File: src/rtl/awm_pkg.sv
`timescale 1ns/1ps
package awm_pkg;

  // Bits needed to name a left port on the right side (zero when there is one port).
  function automatic int idx_bits(input int n);
    return (n > 1) ? $clog2(n) : 0;
  endfunction

  // Storage width for a port index; never zero so vectors stay legal.
  function automatic int idx_store_bits(input int n);
    return (n > 1) ? $clog2(n) : 1;
  endfunction

  // Right-side ID width: left ID plus the appended port number.
  function automatic int right_id_bits(input int lid_w, input int n);
    return lid_w + idx_bits(n);
  endfunction

  // Round-robin successor of a granted port.
  function automatic int rr_after(input int idx, input int n);
    return (idx + 1 >= n) ? 0 : idx + 1;
  endfunction

  // Circular pointer increment for a queue of any depth.
  function automatic int wrap_inc(input int v, input int depth);
    return (v + 1 >= depth) ? 0 : v + 1;
  endfunction

endpackage

File: src/rtl/awm_arbiter.sv
`timescale 1ns/1ps
module awm_arbiter
  import awm_pkg::*;
#(
  parameter int N  = 3,
  parameter int IW = 2
) (
  input  logic          clk,
  input  logic [N-1:0]  req,
  input  logic          block,
  input  logic          aw_done,
  output logic          sel_valid,
  output logic [IW-1:0] sel_idx,
  output logic          lock,
  output logic [IW-1:0] lock_idx
);

  logic [IW-1:0] ptr_q   = '0;
  logic          valid_q = 1'b0;
  logic [IW-1:0] idx_q   = '0;

  function automatic logic [IW-1:0] rr_pick(input logic [N-1:0] r, input logic [IW-1:0] start);
    logic [IW-1:0] pick;
    logic          found;
    pick  = start;
    found = 1'b0;
    for (int k = 0; k < N; k++) begin
      int c;
      c = (int'(start) + k) % N;
      if (!found && r[c]) begin
        pick  = IW'(c);
        found = 1'b1;
      end
    end
    return pick;
  endfunction

  assign lock_idx  = rr_pick(req, ptr_q);
  assign lock      = !valid_q && !block && (|req);
  assign sel_valid = valid_q;
  assign sel_idx   = idx_q;

  always_ff @(posedge clk) begin
    if (lock) begin
      valid_q <= 1'b1;
      idx_q   <= lock_idx;
    end else if (aw_done) begin
      valid_q <= 1'b0;
      ptr_q   <= IW'(rr_after(int'(idx_q), N));
    end
  end

  // the cycle after an accepted address carries no address
  a_r4_gap_after_issue: assert property (@(posedge clk) aw_done |=> !sel_valid);
  // a pending address holds its port until accepted
  a_r4_hold_until_accept: assert property (@(posedge clk)
    sel_valid && !aw_done |=> sel_valid && $stable(sel_idx));
  // a full ordering queue forbids new locks
  a_r7_block_stops_lock: assert property (@(posedge clk) block |-> !lock);

endmodule

File: src/rtl/awm_order_fifo.sv
`timescale 1ns/1ps
module awm_order_fifo
  import awm_pkg::*;
#(
  parameter int DEPTH = 4,
  parameter int IW    = 2,
  localparam int PW   = (DEPTH > 1) ? $clog2(DEPTH) : 1,
  localparam int CW   = $clog2(DEPTH + 1)
) (
  input  logic          clk,
  input  logic          push,
  input  logic [IW-1:0] push_idx,
  input  logic          pop,
  output logic          head_valid,
  output logic [IW-1:0] head_idx,
  output logic          full
);

  logic [IW-1:0] slots [DEPTH];
  logic [PW-1:0] wr_p = '0;
  logic [PW-1:0] rd_p = '0;
  logic [CW-1:0] used = '0;

  always_ff @(posedge clk) begin
    if (push) begin
      slots[wr_p] <= push_idx;
      wr_p        <= PW'(wrap_inc(int'(wr_p), DEPTH));
    end
    if (pop) begin
      rd_p <= PW'(wrap_inc(int'(rd_p), DEPTH));
    end
    case ({push, pop})
      2'b10:   used <= used + CW'(1);
      2'b01:   used <= used - CW'(1);
      default: used <= used;
    endcase
  end

  assign head_valid = (used != '0);
  assign head_idx   = slots[rd_p];
  assign full       = (used == CW'(DEPTH));

  // the arbiter never pushes into a full queue
  a_r7_no_overflow: assert property (@(posedge clk) push |-> !full);
  // a last beat only completes while a burst is queued
  a_r6_pop_has_head: assert property (@(posedge clk) pop |-> head_valid);

endmodule

File: src/rtl/awm_resp_route.sv
`timescale 1ns/1ps
module awm_resp_route #(
  parameter int N     = 3,
  parameter int LID_W = 2,
  parameter int IW    = 2
) (
  input  logic                      r_bvalid,
  output logic                      r_bready,
  input  logic [LID_W+IW-1:0]       r_bid,
  input  logic [1:0]                r_bresp,
  output logic [N-1:0]              l_bvalid,
  input  logic [N-1:0]              l_bready,
  output logic [N-1:0][LID_W-1:0]   l_bid,
  output logic [N-1:0][1:0]         l_bresp
);

  logic [IW-1:0] dst;
  logic          dst_ok;

  assign dst      = r_bid[LID_W+IW-1:LID_W];
  assign dst_ok   = int'(dst) < N;
  assign r_bready = dst_ok && l_bready[dst];

  for (genvar i = 0; i < N; i++) begin : g_out
    assign l_bvalid[i] = r_bvalid && (dst == IW'(i));
    assign l_bid[i]    = r_bid[LID_W-1:0];
    assign l_bresp[i]  = r_bresp;
  end

endmodule

File: src/rtl/axi_wr_merge.sv
`timescale 1ns/1ps
module axi_wr_merge
  import awm_pkg::*;
#(
  parameter int N_PORTS     = 3,
  parameter int LID_W       = 2,
  parameter int ADDR_W      = 16,
  parameter int DATA_W      = 16,
  parameter int ORDER_DEPTH = 4,
  localparam int IDX_W      = idx_store_bits(N_PORTS),
  localparam int RID_W      = right_id_bits(LID_W, N_PORTS),
  localparam int STRB_W     = DATA_W / 8
) (
  input  logic                              clk,
  input  logic [N_PORTS-1:0]                l_awvalid,
  output logic [N_PORTS-1:0]                l_awready,
  input  logic [N_PORTS-1:0][LID_W-1:0]     l_awid,
  input  logic [N_PORTS-1:0][ADDR_W-1:0]    l_awaddr,
  input  logic [N_PORTS-1:0][7:0]           l_awlen,
  input  logic [N_PORTS-1:0][2:0]           l_awsize,
  input  logic [N_PORTS-1:0][1:0]           l_awburst,
  input  logic [N_PORTS-1:0]                l_avail,
  input  logic [N_PORTS-1:0]                l_wvalid,
  output logic [N_PORTS-1:0]                l_wready,
  input  logic [N_PORTS-1:0][DATA_W-1:0]    l_wdata,
  input  logic [N_PORTS-1:0][STRB_W-1:0]    l_wstrb,
  input  logic [N_PORTS-1:0]                l_wlast,
  output logic [N_PORTS-1:0]                l_bvalid,
  input  logic [N_PORTS-1:0]                l_bready,
  output logic [N_PORTS-1:0][LID_W-1:0]     l_bid,
  output logic [N_PORTS-1:0][1:0]           l_bresp,
  output logic                              r_awvalid,
  input  logic                              r_awready,
  output logic [RID_W-1:0]                  r_awid,
  output logic [ADDR_W-1:0]                 r_awaddr,
  output logic [7:0]                        r_awlen,
  output logic [2:0]                        r_awsize,
  output logic [1:0]                        r_awburst,
  output logic                              r_wvalid,
  input  logic                              r_wready,
  output logic [DATA_W-1:0]                 r_wdata,
  output logic [STRB_W-1:0]                 r_wstrb,
  output logic                              r_wlast,
  input  logic                              r_bvalid,
  output logic                              r_bready,
  input  logic [RID_W-1:0]                  r_bid,
  input  logic [1:0]                        r_bresp
);

  if (N_PORTS == 1) begin : g_pass
    // Single master: straight wiring, the data-available flag is not consulted.
    assign r_awvalid    = l_awvalid[0];
    assign l_awready[0] = r_awready;
    assign r_awid       = l_awid[0];
    assign r_awaddr     = l_awaddr[0];
    assign r_awlen      = l_awlen[0];
    assign r_awsize     = l_awsize[0];
    assign r_awburst    = l_awburst[0];
    assign r_wvalid     = l_wvalid[0];
    assign l_wready[0]  = r_wready;
    assign r_wdata      = l_wdata[0];
    assign r_wstrb      = l_wstrb[0];
    assign r_wlast      = l_wlast[0];
    assign l_bvalid[0]  = r_bvalid;
    assign r_bready     = l_bready[0];
    assign l_bid[0]     = r_bid;
    assign l_bresp[0]   = r_bresp;
  end else begin : g_merge
    logic [N_PORTS-1:0] req;
    logic               aw_done;
    logic               sel_valid;
    logic [IDX_W-1:0]   sel_idx;
    logic               lock;
    logic [IDX_W-1:0]   lock_idx;
    logic               head_valid;
    logic [IDX_W-1:0]   head_idx;
    logic               order_full;
    logic               w_pop;

    assign req     = l_awvalid & l_avail;
    assign aw_done = r_awvalid && r_awready;

    awm_arbiter #(
      .N  (N_PORTS),
      .IW (IDX_W)
    ) u_arb (
      .clk       (clk),
      .req       (req),
      .block     (order_full),
      .aw_done   (aw_done),
      .sel_valid (sel_valid),
      .sel_idx   (sel_idx),
      .lock      (lock),
      .lock_idx  (lock_idx)
    );

    // Address channel of the locked port.
    assign r_awvalid = sel_valid;
    assign r_awid    = {sel_idx, l_awid[sel_idx]};
    assign r_awaddr  = l_awaddr[sel_idx];
    assign r_awlen   = l_awlen[sel_idx];
    assign r_awsize  = l_awsize[sel_idx];
    assign r_awburst = l_awburst[sel_idx];

    awm_order_fifo #(
      .DEPTH (ORDER_DEPTH),
      .IW    (IDX_W)
    ) u_order (
      .clk        (clk),
      .push       (lock),
      .push_idx   (lock_idx),
      .pop        (w_pop),
      .head_valid (head_valid),
      .head_idx   (head_idx),
      .full       (order_full)
    );

    // Data channel of the queue-head port.
    assign r_wvalid = head_valid && l_wvalid[head_idx];
    assign r_wdata  = l_wdata[head_idx];
    assign r_wstrb  = l_wstrb[head_idx];
    assign r_wlast  = l_wlast[head_idx];
    assign w_pop    = r_wvalid && r_wready && r_wlast;

    for (genvar i = 0; i < N_PORTS; i++) begin : g_port
      assign l_awready[i] = sel_valid && (sel_idx == IDX_W'(i)) && r_awready;
      assign l_wready[i]  = head_valid && (head_idx == IDX_W'(i)) && r_wready;
    end

    awm_resp_route #(
      .N     (N_PORTS),
      .LID_W (LID_W),
      .IW    (IDX_W)
    ) u_resp (
      .r_bvalid (r_bvalid),
      .r_bready (r_bready),
      .r_bid    (r_bid),
      .r_bresp  (r_bresp),
      .l_bvalid (l_bvalid),
      .l_bready (l_bready),
      .l_bid    (l_bid),
      .l_bresp  (l_bresp)
    );

    // a lock only picks a port that is both valid and data-available
    a_r2_lock_eligible: assert property (@(posedge clk)
      lock |-> (l_awvalid[lock_idx] && l_avail[lock_idx]));
    // address ready reaches at most one master
    a_r5_awready_onehot: assert property (@(posedge clk) $onehot0(l_awready));
    // data ready reaches at most one master
    a_r6_wready_onehot: assert property (@(posedge clk) $onehot0(l_wready));
    // a response is shown to at most one master
    a_r8_bvalid_onehot: assert property (@(posedge clk) $onehot0(l_bvalid));
  end

endmodule

File: config.mk
export PLATFORM = sky130hd
export DESIGN_NAME = axi_wr_merge
export DESIGN_NICKNAME = d
export VERILOG_FILES = /design/src/rtl/awm_pkg.sv /design/src/rtl/awm_arbiter.sv /design/src/rtl/awm_order_fifo.sv /design/src/rtl/awm_resp_route.sv /design/src/rtl/axi_wr_merge.sv
export SDC_FILE = /design/constraint.sdc
export NUM_CORES = 1
export LEC_CHECK = 0
export BUFFER_PORTS_ARGS = -buffer_cell sky130_fd_sc_hd__buf_2
export CAP_MARGIN = 20
export CORE_AREA = 2 2 96 98
export DETAILED_ROUTE_END_ITERATION = 7
export DIE_AREA = 0 0 98 100
export HOLD_SLACK_MARGIN = 0.02
export PLACE_DENSITY = 0.69
export RECOVER_POWER = 100
export SYNTH_ARGS = -nofsm -noshare
export SYNTH_HDL_FRONTEND = slang
export SYNTH_SLANG_ARGS = --single-unit
File: constraint.sdc
create_clock -name clk -period 4.7 [get_ports clk]
set_input_delay 0.94 -clock clk [delete_from_list [all_inputs] [get_ports clk]]
set_output_delay 0.94 -clock clk [all_outputs]
set_load 0.005 [all_outputs]
# Yosys cells after proc, flatten, opt, wreduce, memory -nomap -nowiden
# Memory sizes are Yosys's and may differ from the RTL's. A register that Yosys moved wholly into a read port is not among the register bits.
# Cells that the tools add are included.
[totals]
ff_bits = 12
ramBits = 8
input_bits = 172
out_inout_bits = 76
wordCells = 112
mem_count = 1
[classes]
add_sub_neg = 7
div_mod_pow = 3
order_cmp = 10
eq_ne = 9
n_mux = 39
bitwise_logic = 2
n_reduce_logical = 35
[memory_table]
columns = ["memory", "words", "word_bits", "rd", "rd_ports_with_merged_regs", "wr", "line_no", "source"]
rows = [
  ["g_merge.u_order.slots", 4, 2, 1, 1, 1, "awm_order_fifo.sv:19", "logic [IW-1:0] slots [DEPTH];"],
]
[ops]
columns = ["cell", "count"]
rows = [
  ["$lt 32x4->1 const B", 3],
  ["$bmux 16 s2", 2],
  ["$ge 32x4->1 const B", 2],
  ["$mod 32x3->32 const B", 2],
  ["$ge 32x3->1 const B", 1],
  ["$mod 3x3->32 const B", 1],
  ["$mux 16", 2],
  ["$logic_and 1x1->1", 24],
  ["$bmux 8 s2", 1],
  ["$mux 2", 8],
  ["$mux 1", 13],
  ["$add 2x1->3 const B", 4],
  ["$bmux 1 s2", 6],
  ["$bmux 2 s2", 3],
  ["$lt 2x3->1 const B", 3],
  ["$eq 2x1->1 const B", 4],
  ["$eq 2x2->1 const B", 4],
  ["$mux 8", 1],
  ["$bmux 3 s2", 1],
  ["$logic_not 2->1", 3],
  ["$pmux 3 s2", 1],
  ["$logic_not 1->1", 4],
  ["$add 2x2->3 const B", 1],
  ["$add 3x1->3 const B", 1],
  ["other kinds (10)", 10],
]

# Depth between registers and ports, before layout
[depth]
word_depth = 11
ltp_mapped = 11

# By module
# A second synthesis with hierarchy kept.
[hier_totals]
hier_cells = 302
hier_area_um2 = 2570.0
[modules_own_cells]
columns = ["mod", "instances", "cells_each", "area_per_inst_um2", "seq_area_each_um2"]
rows = [
  ["axi_wr_merge", 1, 187, 1218.7, 0.0],
  ["awm_order_fifo", 1, 49, 778.2, 490.5],
  ["awm_arbiter", 1, 48, 432.9, 140.1],
  ["awm_resp_route", 1, 18, 140.1, 0.0],
]

# Worst setup path after synthesis
# OpenSTA, ideal clock, no wires.
[synth_path]
path_kind = "input to register"
from = "input l_awvalid[1]"
to = "register g_merge.u_order.used[2], data pin"
t_arrival_ns = 2.602
slack_ns = 1.841
path_stages = 9
path_cell_list = "and2_1 > nor2_1 > a221oi_1 > inv_2 > ha_1 > inv_1 > fa_1 > xnor2_1 > xnor2_1"
[synth_between]
elab_chain_len = 5
[synth_rtl]
columns = ["element", "line_no", "source"]
rows = [
  ["from (decl)", "axi_wr_merge.sv:15", "input logic [N_PORTS-1:0] l_awvalid,"],
  ["$and 3x3->3 *", "axi_wr_merge.sv:80", "assign req = l_awvalid & l_avail;"],
  ["$reduce_or 3->1 *", "awm_arbiter.sv:39", "assign lock = !valid_q && !block && (|req);"],
  ["$logic_and 1x1->1 *", "awm_arbiter.sv:39", ""],
  ["via g_merge.lock", "axi_wr_merge.sv:73", "logic lock;"],
  ["$eq 2x1->1 or $eq 2x2->1 (tied branches)", "awm_order_fifo.sv:32", "case ({push, pop})"],
  ["$pmux 3 s2 *", "awm_order_fifo.sv:32", ""],
  ["to (signal assigned)", "awm_order_fifo.sv:33", "2'b10: used <= used + CW'(1);"],
  ["to (signal assigned)", "awm_order_fifo.sv:34", "2'b01: used <= used - CW'(1);"],
  ["to (signal assigned)", "awm_order_fifo.sv:35", "default: used <= used;"],
  ["to (decl)", "awm_order_fifo.sv:22", "logic [CW-1:0] used = '0;"],
]
# The timed path passes the listed nets; every way through them passes the cells marked *.
# A chain may end at the register's enable or synchronous reset.

==> results.json <==
{
  "syn_area_um2": 2532,
  "drt-total-wl_um": 8831,
  "diodes": 0,
  "timing.final.hold_violations": 0,
  "h-tree-depth": 1,
  "gp_congestion": 0.8598,
  "ys_types": 43,
  "track_usage_pct": 15.88,
  "clkSinkCount": 22,
  "power_uw": 1440,
  "ant_nets": 0,
  "drc_errors": 0,
  "grt_max_degree": 38,
  "core-area_um2": 8890,
  "period_needed_ns": 3.912,
  "ys_seq_area_share_pct": 24.90,
  "leakagePower_uw": 0.001870,
  "synth_top_area_share_pct": 22.53,
  "p_clk_share_pct": 8.2,
  "cp.required_ns": 3.76,
  "drv_cap": 0,
  "gr-total-overflow": 0,
  "grt_pass1_wl_um": 12700,
  "synth_mux_area_share_pct": 23.42,
  "drt_pass1_iterations": 5,
  "avgSynthCellArea_um2": 8.117,
  "io_pins": 248,
  "path_class": "reg -> out",
  "power_frac_seq_pct": 23.8,
  "postCtsSetupBuffers": 0,
  "tritoncts": "yes",
  "port_buffers": 231,
  "dieWidth_um": 98,
  "cp-start-kind": "register",
  "num_vias": 3036,
  "synth_xor_area_share_pct": 0.6917,
  "drv_slew": 0,
  "synth_flop_cell": "edfxtp_1",
  "initial_core_util_pct": 28.49,
  "worstPathMaxFanout": 23,
  "path_clk_slew_ns": 0.08,
  "synthAdderAreaFrac_pct": 7.708,
  "dpl.hpwl_um": 7439,
  "crit_chain": "mux4_2, nor2b_1, clkbuf_1, nand2_1, o21ai_0, buf_2",
  "syn_to_final_growth_pct": 45.16,
  "n_fill_cell": 946,
  "cts-buffers-inserted": 3,
  "worst-path-buf-inv": 2,
  "skew_ns": 0.001875,
  "cp_slowest_cell": "mux4_2",
  "hold_path.class": "reg -> reg",
  "ys_async_sr_fraction_pct": 0,
  "power.share.switching_pct": 45.23,
  "drtIter0Drc": 79,
  "antenna_found_initial": 0,
  "cpPeakStageDelay_ns": 0.83,
  "p_int_uw": 788.6,
  "multi_input_area_um2": 1664,
  "cts_hold_buf": 0,
  "power.density_nw_per_um2": 391.7,
  "viasPerCell": 4.804,
  "peakVddDrop_mv": 0.1805,
  "fin_util_pct": 41.35,
  "yosys_warnings": 0,
  "grt_pass1_vias": 2735,
  "die_area_um2": 9800,
  "synth_top_area_cell": "edfxtp_1",
  "drive_gt1_share_pct": 38.58,
  "worstMarginPinSlew_ns": 1.483,
  "max_slew_margin_pct": 1.126,
  "rsz0062_at_grt": "no",
  "synth_edf_count": 19,
  "fp-row-count": 35,
  "holdWs_ns": 0.5141,
  "ctsResizeCount": 0,
  "finalSetupViolCount": 0,
  "synth_nets": 499,
  "tns_ns": 0,
  "nets": 709,
  "status": "finished clean",
  "crit_arrival_ns": 2.97,
  "synth_top_family_by_area": "multiplexers",
  "fp.dieH_um": 100,
  "seqCellArea_um2": 630.6,
  "power_frac_comb_pct": 68.0,
  "fin_crit_sh_pct": 83.24,
  "max_freq_mhz": 255.6,
  "ys_ff_latch": 22,
  "synth_area_leaders": "edfxtp_1 (23%), mux2i_1 (20%), o21ai_1 (9.7%)",
  "p_switching_uw": 651.3,
  "synthCells": 312,
  "synth_compound_area_share_pct": 15.37,
  "path_delay_family": "multiplexers",
  "yosys.area_share.simple_pct": 18.87,
  "endpoint_kind": "primary output",
  "cts-root-buf": "clkbuf_8",
  "wl_per_cell_um": 13.97,
  "cts_buffer_depth": 2,
  "clk_latency_ns": 0.25
}
## power by group through the flow
| stage | clock [uW] | combinational (uW) | sequential, uW |
|---|---|---|---|
| 2_1_floorplan | 0 | 632 | 346 |
| 3_3_place_gp | 0 | 993 | 344 |
| 3_5_place_dp | 0 | 1020 | 348 |
| 4_1_cts | 120 | 1020 | 344 |
| 5_1_grt | 128 | 1090 | 351 |
| 6_report | 118 | 979 | 343 |
## path summary, 6_finish.rpt
kind / start / endpoint / slack [ns] / cells after the start
max: register / r_wdata[7] / 0.79 / 6
min: g_merge.u_order.rd_p[1] / register / 0.51 / 1
max reg2reg: register / g_merge.u_order.used[2] / 1.16 / 10
min reg2reg: g_merge.u_order.rd_p[1] / register / 0.51 / 1
## registers in the layout (all words and copies together), names as in the netlist, named ones only
signal,count
g_merge.u_order.rd_p,2
g_merge.u_order.wr_p,2
g_merge.u_arb.sel_valid,1
g_merge.u_order.used,3
g_merge.u_arb.ptr_q,2
g_merge.u_order.slots,8
g_merge.u_arb.sel_idx,2
## through the flow
stage	instance area [um2]	setup slack, ns	std cells
final	3676	0.7877	632
after global routing	3676	0.5359	632
after CTS	3732	1.230	631
after detailed placement	3687	1.369	627
after global placement	3687	1.502	627
after floorplan	2532	1.841	312
## routing by layer
metal | up-vias | wire length [um] | part of all wire (%) | track usage, %
li1 | 1508 | - | - | -
met1 | 1334 | 3179 | 36 | 15.98
met2 | 181 | 4772 | 54 | 33.56
met3 | 13 | 712 | 8.1 | 1.741
met4 | 0 | 167 | 1.9 | 4.808
met5 | - | 0 | 0 | 0
## cells in the final DEF (no fill, tap or decap), types with 2 or more instances in the layout
cell type / n
buf_2: 192
o21ai_1: 33
edfxtp_1: 19
inv_1: 14
nor3b_1: 3
nor3_1: 5
clkbuf_1: 42
nand3b_1: 3
ha_1: 14
and3_1: 5
and3b_1: 2
a22oi_1: 2
nor2_1: 7
a21oi_1: 7
nor2b_1: 4
mux2_1: 2
nand3_1: 5
clkbuf_8: 3
mux2i_1: 51
mux4_2: 2
o21ai_0: 20
a31oi_1: 2
dfxtp_1: 3
nand2_1: 56
xnor2_1: 2
and2_0: 6
## worst reg2reg max path: cells and delay by family, from the launching register on
kind | cells | cell delay, ns
AOI/OAI and AO/OA | 1 | 0.29
xor gates and xnor gates | 2 | 0.27
adders and majority gates | 2 | 0.54
buffers and inverters | 2 | 0.21
DFF | 1 | 0.40
muxes | 1 | 0.83
and+or+nand+nor | 2 | 0.76
## synthesized netlist by cell type, types with 3 or more instances
cell and instances:
nand2_1 56, mux2i_1 51, o21ai_1 49, edfxtp_1 19, ha_1 14, inv_1 13
buf_4 12, clkbuf_1 12, a21oi_1 7, and2_1 7, nor2_1 7, and3_1 5
nor3_1 5, nand3_1 4, o21ai_0 4, buf_1 3, buf_2 3, dfxtp_1 3
nand3b_1 3, nor2b_1 3, nor3b_1 3
## cells by family after synthesis
family	Yosys count
xor gates and xnor gates	2
AOI/OAI and AO/OA	71
adders and majority gates	15
muxes	56
buffers and inverters	46
DFF	22
and+or+nand+nor	100
## layout make-up
cell class / instances / share of cell area, %
multi-input cells: 244 / 45.27
repair buffers: 236 / 31.04
flip-flops and latches: 22 / 17.15
well taps: 111 / 3.778
inverters: 15 / 1.532
clock buffers: 4 / 1.225
(Power assumes the default switching activity.)
